$ cat src/rtl/macro_seq_pkg.sv
package macro_seq_pkg;
  typedef enum logic [1:0] {
    STOP_NONE  = 2'd0,
    STOP_CLEAN = 2'd1,
    STOP_FAULT = 2'd2
  } stop_e;
endpackage

$ cat src/rtl/seq_prog_ram.sv
module seq_prog_ram #(
  parameter int DW = 32,
  parameter int AW = 6
) (
  input  logic          clk,
  input  logic          we,
  input  logic [AW-1:0] waddr,
  input  logic [DW-1:0] wdata,
  input  logic [AW-1:0] raddr,
  output logic [DW-1:0] rdata
);
  localparam int DEPTH = 1 << AW;

  logic [DW-1:0] mem [DEPTH];

  always_ff @(posedge clk) begin
    if (we) mem[waddr] <= wdata;
  end

  always_ff @(posedge clk) begin
    rdata <= mem[raddr];
  end
endmodule

$ cat src/rtl/seq_branch_resolve.sv
module seq_branch_resolve
  import macro_seq_pkg::*;
#(
  parameter int DW   = 32,
  parameter int AW   = 6,
  parameter int OFFW = 8,
  parameter int SW   = ((AW > OFFW) ? AW : OFFW) + 2
) (
  input  logic [AW-1:0]        cur_pc,
  input  logic                 in_slot,
  input  logic signed [SW-1:0] slot_tgt,
  input  logic                 final_i,
  input  logic [AW:0]          prog_len,
  input  logic                 dec_branch,
  input  logic                 dec_on_nonzero,
  input  logic                 dec_annul,
  input  logic [OFFW-1:0]      dec_offset,
  input  logic                 dec_exit,
  input  logic [DW-1:0]        cond_operand,
  output logic                 taken,
  output logic signed [SW-1:0] target,
  output logic [AW-1:0]        nxt_pc,
  output logic                 nxt_slot,
  output logic                 nxt_final,
  output stop_e                stop
);
  logic                 cond_zero;
  logic signed [SW-1:0] pc_ext, off_ext, seq_addr, chosen;
  logic [SW-1:0]        len_ext;
  logic                 in_range;

  always_comb begin
    cond_zero = (cond_operand == '0);
    taken     = dec_branch & (dec_on_nonzero ? ~cond_zero : cond_zero);
    pc_ext    = {{(SW-AW){1'b0}}, cur_pc};
    off_ext   = {{(SW-OFFW){dec_offset[OFFW-1]}}, dec_offset};
    target    = pc_ext + off_ext;
    seq_addr  = pc_ext + {{(SW-1){1'b0}}, 1'b1};

    if (in_slot)                chosen = slot_tgt;
    else if (taken & dec_annul) chosen = target;
    else                        chosen = seq_addr;

    len_ext   = {{(SW-AW-1){1'b0}}, prog_len};
    in_range  = ~chosen[SW-1] && ($unsigned(chosen) < len_ext);
    nxt_pc    = chosen[AW-1:0];
    nxt_slot  = ~in_slot & taken & ~dec_annul;
    nxt_final = dec_exit;

    if (in_slot & dec_branch)      stop = STOP_FAULT;
    else if (final_i || !in_range) stop = STOP_CLEAN;
    else                           stop = STOP_NONE;
  end
endmodule

$ cat src/rtl/macro_seq.sv
module macro_seq
  import macro_seq_pkg::*;
#(
  parameter int DW   = 32,
  parameter int AW   = 6,
  parameter int OFFW = 8
) (
  input  logic            clk,
  input  logic            rst,
  input  logic            load_we,
  input  logic [AW-1:0]   load_addr,
  input  logic [DW-1:0]   load_data,
  input  logic            start,
  input  logic [DW-1:0]   cond_operand,
  input  logic            dec_branch,
  input  logic            dec_on_nonzero,
  input  logic            dec_annul,
  input  logic [OFFW-1:0] dec_offset,
  input  logic            dec_exit,
  output logic [DW-1:0]   instr_word,
  output logic [AW-1:0]   instr_pc,
  output logic            busy,
  output logic            done,
  output logic            error
);
  localparam int SW = ((AW > OFFW) ? AW : OFFW) + 2;
  localparam logic [AW:0] LEN_ONE = 1;

  logic                 busy_q, done_q, err_q, slot_q, final_q;
  logic [AW-1:0]        pc_q;
  logic signed [SW-1:0] slot_tgt_q;
  logic [AW:0]          len_q;

  logic                 taken, nxt_slot, nxt_final;
  logic signed [SW-1:0] target;
  logic [AW-1:0]        nxt_pc, rd_addr;
  stop_e                stop;

  assign rd_addr = start ? '0 : nxt_pc;

  seq_prog_ram #(.DW(DW), .AW(AW)) u_ram (
    .clk   (clk),
    .we    (load_we),
    .waddr (load_addr),
    .wdata (load_data),
    .raddr (rd_addr),
    .rdata (instr_word)
  );

  seq_branch_resolve #(.DW(DW), .AW(AW), .OFFW(OFFW), .SW(SW)) u_resolve (
    .cur_pc         (pc_q),
    .in_slot        (slot_q),
    .slot_tgt       (slot_tgt_q),
    .final_i        (final_q),
    .prog_len       (len_q),
    .dec_branch     (dec_branch),
    .dec_on_nonzero (dec_on_nonzero),
    .dec_annul      (dec_annul),
    .dec_offset     (dec_offset),
    .dec_exit       (dec_exit),
    .cond_operand   (cond_operand),
    .taken          (taken),
    .target         (target),
    .nxt_pc         (nxt_pc),
    .nxt_slot       (nxt_slot),
    .nxt_final      (nxt_final),
    .stop           (stop)
  );

  always_ff @(posedge clk) begin
    if (rst) begin
      busy_q     <= 1'b0;
      done_q     <= 1'b0;
      err_q      <= 1'b0;
      slot_q     <= 1'b0;
      final_q    <= 1'b0;
      pc_q       <= '0;
      slot_tgt_q <= '0;
      len_q      <= '0;
    end else begin
      if (load_we) len_q <= {1'b0, load_addr} + LEN_ONE;
      if (start) begin
        pc_q    <= '0;
        slot_q  <= 1'b0;
        final_q <= 1'b0;
        err_q   <= 1'b0;
        busy_q  <= (len_q != '0);
        done_q  <= (len_q == '0);
      end else if (busy_q) begin
        unique case (stop)
          STOP_NONE: begin
            pc_q       <= nxt_pc;
            slot_q     <= nxt_slot;
            slot_tgt_q <= target;
            final_q    <= nxt_final;
          end
          STOP_CLEAN: begin
            busy_q <= 1'b0;
            done_q <= 1'b1;
          end
          default: begin
            busy_q <= 1'b0;
            done_q <= 1'b1;
            err_q  <= 1'b1;
          end
        endcase
      end
    end
  end

  assign instr_pc = pc_q;
  assign busy     = busy_q;
  assign done     = done_q;
  assign error    = err_q;

  assert_busy_done_excl_R2: assert property (@(posedge clk) disable iff (rst)
    busy |-> !done);

  assert_start_restarts_R10: assert property (@(posedge clk) disable iff (rst)
    (start && len_q != '0) |=> (busy && instr_pc == '0 && !error && !slot_q));

  assert_annul_jumps_R6: assert property (@(posedge clk) disable iff (rst)
    (busy && !start && stop == STOP_NONE && !slot_q && taken && dec_annul)
      |=> (busy && !slot_q && instr_pc == $past(target[AW-1:0])));

  assert_slot_then_target_R5: assert property (@(posedge clk) disable iff (rst)
    (busy && !start && stop == STOP_NONE && slot_q)
      |=> (busy && instr_pc == $past(slot_tgt_q[AW-1:0])));

  assert_exit_one_more_R7: assert property (@(posedge clk) disable iff (rst)
    (busy && !start && final_q) |=> (!busy && done));

  assert_slot_branch_fault_R8: assert property (@(posedge clk) disable iff (rst)
    (busy && !start && slot_q && dec_branch) |=> (error && done && !busy));

  assert_error_idle_R8: assert property (@(posedge clk) disable iff (rst)
    error |-> (!busy && done));
endmodule

$ cat config.mk
export PLATFORM = sky130hd
export DESIGN_NAME = macro_seq
export DESIGN_NICKNAME = d
export VERILOG_FILES = /design/src/rtl/macro_seq_pkg.sv /design/src/rtl/seq_prog_ram.sv /design/src/rtl/seq_branch_resolve.sv /design/src/rtl/macro_seq.sv
export SDC_FILE = /design/constraint.sdc
export NUM_CORES = 2
export LEC_CHECK = 0
export ABC_AREA = 1
export BUFFER_PORTS_ARGS = -buffer_cell sky130_fd_sc_hd__buf_2
export CORE_MARGIN = 4
export CORE_UTILIZATION = 25
export DETAILED_ROUTE_END_ITERATION = 10
export PLACE_DENSITY_LB_ADDON = 0.15
export SYNTH_ARGS = -nofsm -noshare
export SYNTH_HDL_FRONTEND = slang
export SYNTH_SLANG_ARGS = --single-unit
$ cat constraint.sdc
create_clock -name clk -period 7.33 [get_ports clk]
set_input_delay 0 -clock clk [delete_from_list [all_inputs] [get_ports clk]]
set_output_delay 0 -clock clk [all_outputs]
set_load 0.01 [all_outputs]
==> metrics.csv <==
stage,metric,value,unit
critical_path,worst_ep_required_time,8.14,ns
clocking,clkSlewWorstSetupHoldPaths,0.06,ns
sta,fin_skew,0.0500,ns
power,sw_frac_of_total,24.1,%
cells_and_area,area_growth,16.3,%
outcome,status,completed,
floorplanning,die_height,617,um
hold_path,timing.hold.worst.class,in2reg,
logic_synthesis,syn_area_per_cell,11.1,um2
floorplanning,row_count,223,
logic_synthesis,synthArstFlopShare,0,%
placement,detailedPlacementHpwl,172,mm
detailed_routing,finalWirelength,329,mm
power,power_per_cell_area,257,nW/um2
logic_synthesis,ys_top_cells_by_count,"nand3_1, edfxtp_1, nand2_1, inv_1, nand3b_1",
detailed_routing,drt-vias-per-instance,4.65,
global_routing,grt-ovfl-total,0,
logic_synthesis,post_synth_inst_count,8348,
detailed_routing,wire_per_inst,24.2,um
floorplanning,placeableCoreArea,369000,um2
detailed_routing,dr_wl_met2,155,mm
sta,final_hold_viol_count,0,
power,cell_int_power,21.0,mW
sta,timing_max_transition_violations_final,0,
floorplanning,die_width,617,um
sta,post-route-worst-setup-slack,1.90,ns
floorplanning,floorplan.die_area,381000,um2
cells_and_area,fraction_of_layout_cells_with_a_size_suffix_above_1,8.82,%
detailed_routing,drt_iter0_drc,5862,
sta,total_of_endpoints_with_negative_setup_slack_in_the_final_report,0,
placement,io_buffer_count,126,
sta,max_slew_margin,19.6,%
global_routing,antenna_found_initial,25,
sta,final.min_clock_period,5.43,ns
detailed_routing,post_route_antenna_net_violation_count,0,
clocking,number_of_buffers_added_by_the_clock_tree_synthesis_step,264,
logic_synthesis,syn-cell-area,92700,um2
cells_and_area,nets,8538,
detailed_routing,wl_met3,15.9,mm
detailed_routing,m1WireLength,151,mm
sta,achievable-frequency,184,MHz
clocking,htree_levels,5,
power,cellLeakagePower,40.1,nW
logic_synthesis,synth_top_cells_by_area,"edfxtp_1, nand3_1, nand3b_1",
logic_synthesis,syn_nets,8449,
global_routing,gr-usage-all-layers,16.7,%
power,power_frac_comb,7.0,%
placement,dpl_worst_slack,1.98,ns
power,irDropWorstVdd,0.155,mV
logic_synthesis,number_of_enable_flip_flop_cells_after_synthesis,2048,
clocking,clockBufferDepth,4,
clocking,numClockSinks,2107,
sta,worst-slew-pin-transition,1.20,ns
logic_synthesis,synth_flop_cell,edfxtp_1,
clocking,source_to_sink_clock_delay_at_the_later_pin_of_the_worst_skew_pair,0.89,ns
clocking,cts_repair_resize_count,0,
global_routing,first_global_vias,62500,
logic_synthesis,area_fraction_of_the_dominant_cell_type_after_synthesis,66.3,%
critical_path,critPathArrivalTime,6.24,ns
power,power.clock.fraction,44.7,%
global_routing,grt_first_pass_wirelength,469,mm
sta,rsz0062_at_grt,false,
critical_path,criticalPathCategory,reg2reg,
detailed_routing,highest_layer,met5,
detailed_routing,num_vias,63200,
detailed_routing,drt_first_pass_iters,5,
critical_path,endpoint_kind,flop,
run,maxCapViolCount,0,
sta,fin_crit_sh,74.1,%
cells_and_area,final.fill_count,37900,
critical_path,worstSetupStartpointType,flop,
global_routing,largest_net_degree_at_the_start_of_global_routing,173,
logic_synthesis,synth.most_common_cell,nand3_1,
logic_synthesis,synth_top_area_cell,edfxtp_1,
power,power.net_switching,6.68,mW
logic_synthesis,yosys_register_bits,2107,
logic_synthesis,synth.lib_cells_used.distinct,38,
critical_path,critPathMaxFanout,8,
floorplanning,initial_core_util,25.1,%
placement,place.gp.congestion,0.767,
power,seq_power_share,48.3,%
detailed_routing,drt_drc_violations_left,0,
clocking,clk_root_buffer_cell,clkbuf_16,
logic_synthesis,synth-seq-area-share,67.6,%
sta,sum_of_negative_setup_slack,0,ns
clocking,cts_tree,done,
floorplanning,io-pin-count,127,
logic_synthesis,synth_warnings,0,
-- stage by stage --
step | cells | cell area (um2) | total power [mW] | utilization [%] | hold WS [ns]
finish | 13600 | 108000 | 27.7 | 29.2 | 0.0362
global route | 13600 | 108000 | 28.8 | 29.2 | 0.0203
CTS | 13600 | 108000 | 28.1 | 29.2 | 0.0148
detailed placement | 13000 | 99000 | 15.6 | 26.8 | 0.282
global placement | 13000 | 99000 | 15.6 | 26.8 | 0.284
floorplan | 8348 | 92700 | 14.7 | - | 0.0691
-- power by group through the flow --
stage | sequential, mW | clock [mW] | combinational, mW
floorplan | 13.6 | 0 | 1.04
global placement | 13.7 | 0 | 1.93
detailed placement | 13.7 | 0 | 1.93
CTS | 13.4 | 12.8 | 1.97
global route | 13.4 | 13.2 | 2.13
finish | 13.4 | 12.4 | 1.94
-- critical path, cell delays in order, from the launching register on --
cell and delay (ns):
dfxtp_1 0.49, ha_1 0.23, inv_1 0.05, fa_1 0.40
o21ai_0 0.31, a21oi_1 0.11, nor2_1 0.10, nor2_1 0.05
dlygate4sd3_1 0.58, nor2_1 0.09, inv_1 0.05, nand2_1 0.05
dlygate4sd3_1 0.54, inv_1 0.05, nor2_1 0.12, nor3_1 0.07
nor2_1 0.24, nand3_2 0.21, inv_1 0.26, nand2_1 0.08
dlygate4sd3_1 0.56, a21oi_1 0.13, dlygate4sd3_1 0.57
-- layout make-up --
cell class,count,area (um2),share of cell area (%)
inverters,1159,4390,4.07
diodes,9,22.5,0.0209
repair buffers,390,3220,2.99
multi-input cells,4515,23300,21.6
well taps,4950,6190,5.74
clock buffers,365,7290,6.76
clock inverters,91,743,0.689
flip-flops and latches,2107,62700,58.1
-- metal layers --
layer	track usage, %	up-vias
met5	0	-
met4	3.81	2
met3	2.10	439
met2	27.6	1685
met1	23.4	32200
li1	-	29000
-- path summary, 6_finish.rpt --
check | startpoint | endpoint | slack (ns) | depth (start not counted)
min reg2reg | len_q[1]$_SDFFE_PP0P_ | len_q[1]$_SDFFE_PP0P_ | 0.51 | 2
min | load_data[15] | u_ram.mem[38][15]$_DFFE_PP_ | 0.04 | 2
max | instr_pc[0]$_SDFFE_PP0P_ | final_q$_SDFFE_PP0P_ | 1.90 | 22
max reg2reg | instr_pc[0]$_SDFFE_PP0P_ | final_q$_SDFFE_PP0P_ | 1.90 | 22
-- registers in the layout (all words and copies together), names as in the netlist --
signal       count
u_ram.mem     2048
u_ram.rdata     32
slot_tgt_q       9
len_q            7
instr_pc         6
busy             1
done             1
error            1
final_q          1
slot_q           1
-- cells in the final DEF (no fill, tap or decap), types with 33 or more instances in the layout --
cell / netlist / routed
clkinv_1: 1 / 42
buf_4: 65 / 153
buf_2: 257 / 126
inv_1: 1152 / 1151
edfxtp_1: 2048 / 2048
nand3_1: 2287 / 2287
nor2_1: 124 / 57
nand3b_1: 672 / 672
nand2_1: 1307 / 1306
clkbuf_1: 187 / 82
buf_12: 0 / 33
dlygate4sd3_1: 0 / 78
clkbuf_16: 0 / 274
nor2_4: 1 / 69
dfxtp_1: 59 / 59
-- cells by family (layout without fill, tap and decap cells) --
logic type / Yosys count / in the layout / share of synthesized area, %
flops: 2107 / 2107 / 67.6
compound gates: 48 / 48 / 0.290
other cells: 0 / 9 / 0
fa+ha+maj: 15 / 15 / 0.211
buf+inv: 1726 / 2005 / 7.84
xor+xnor: 11 / 11 / 0.104
simple gates: 4441 / 4441 / 24.0
-- repair_timing --
action / CTS / global route
hold buffers: 78 / 0
hold endpoints to repair: 1921 / 0
setup buffers: 0 / 0
(Power assumes the default switching activity.)
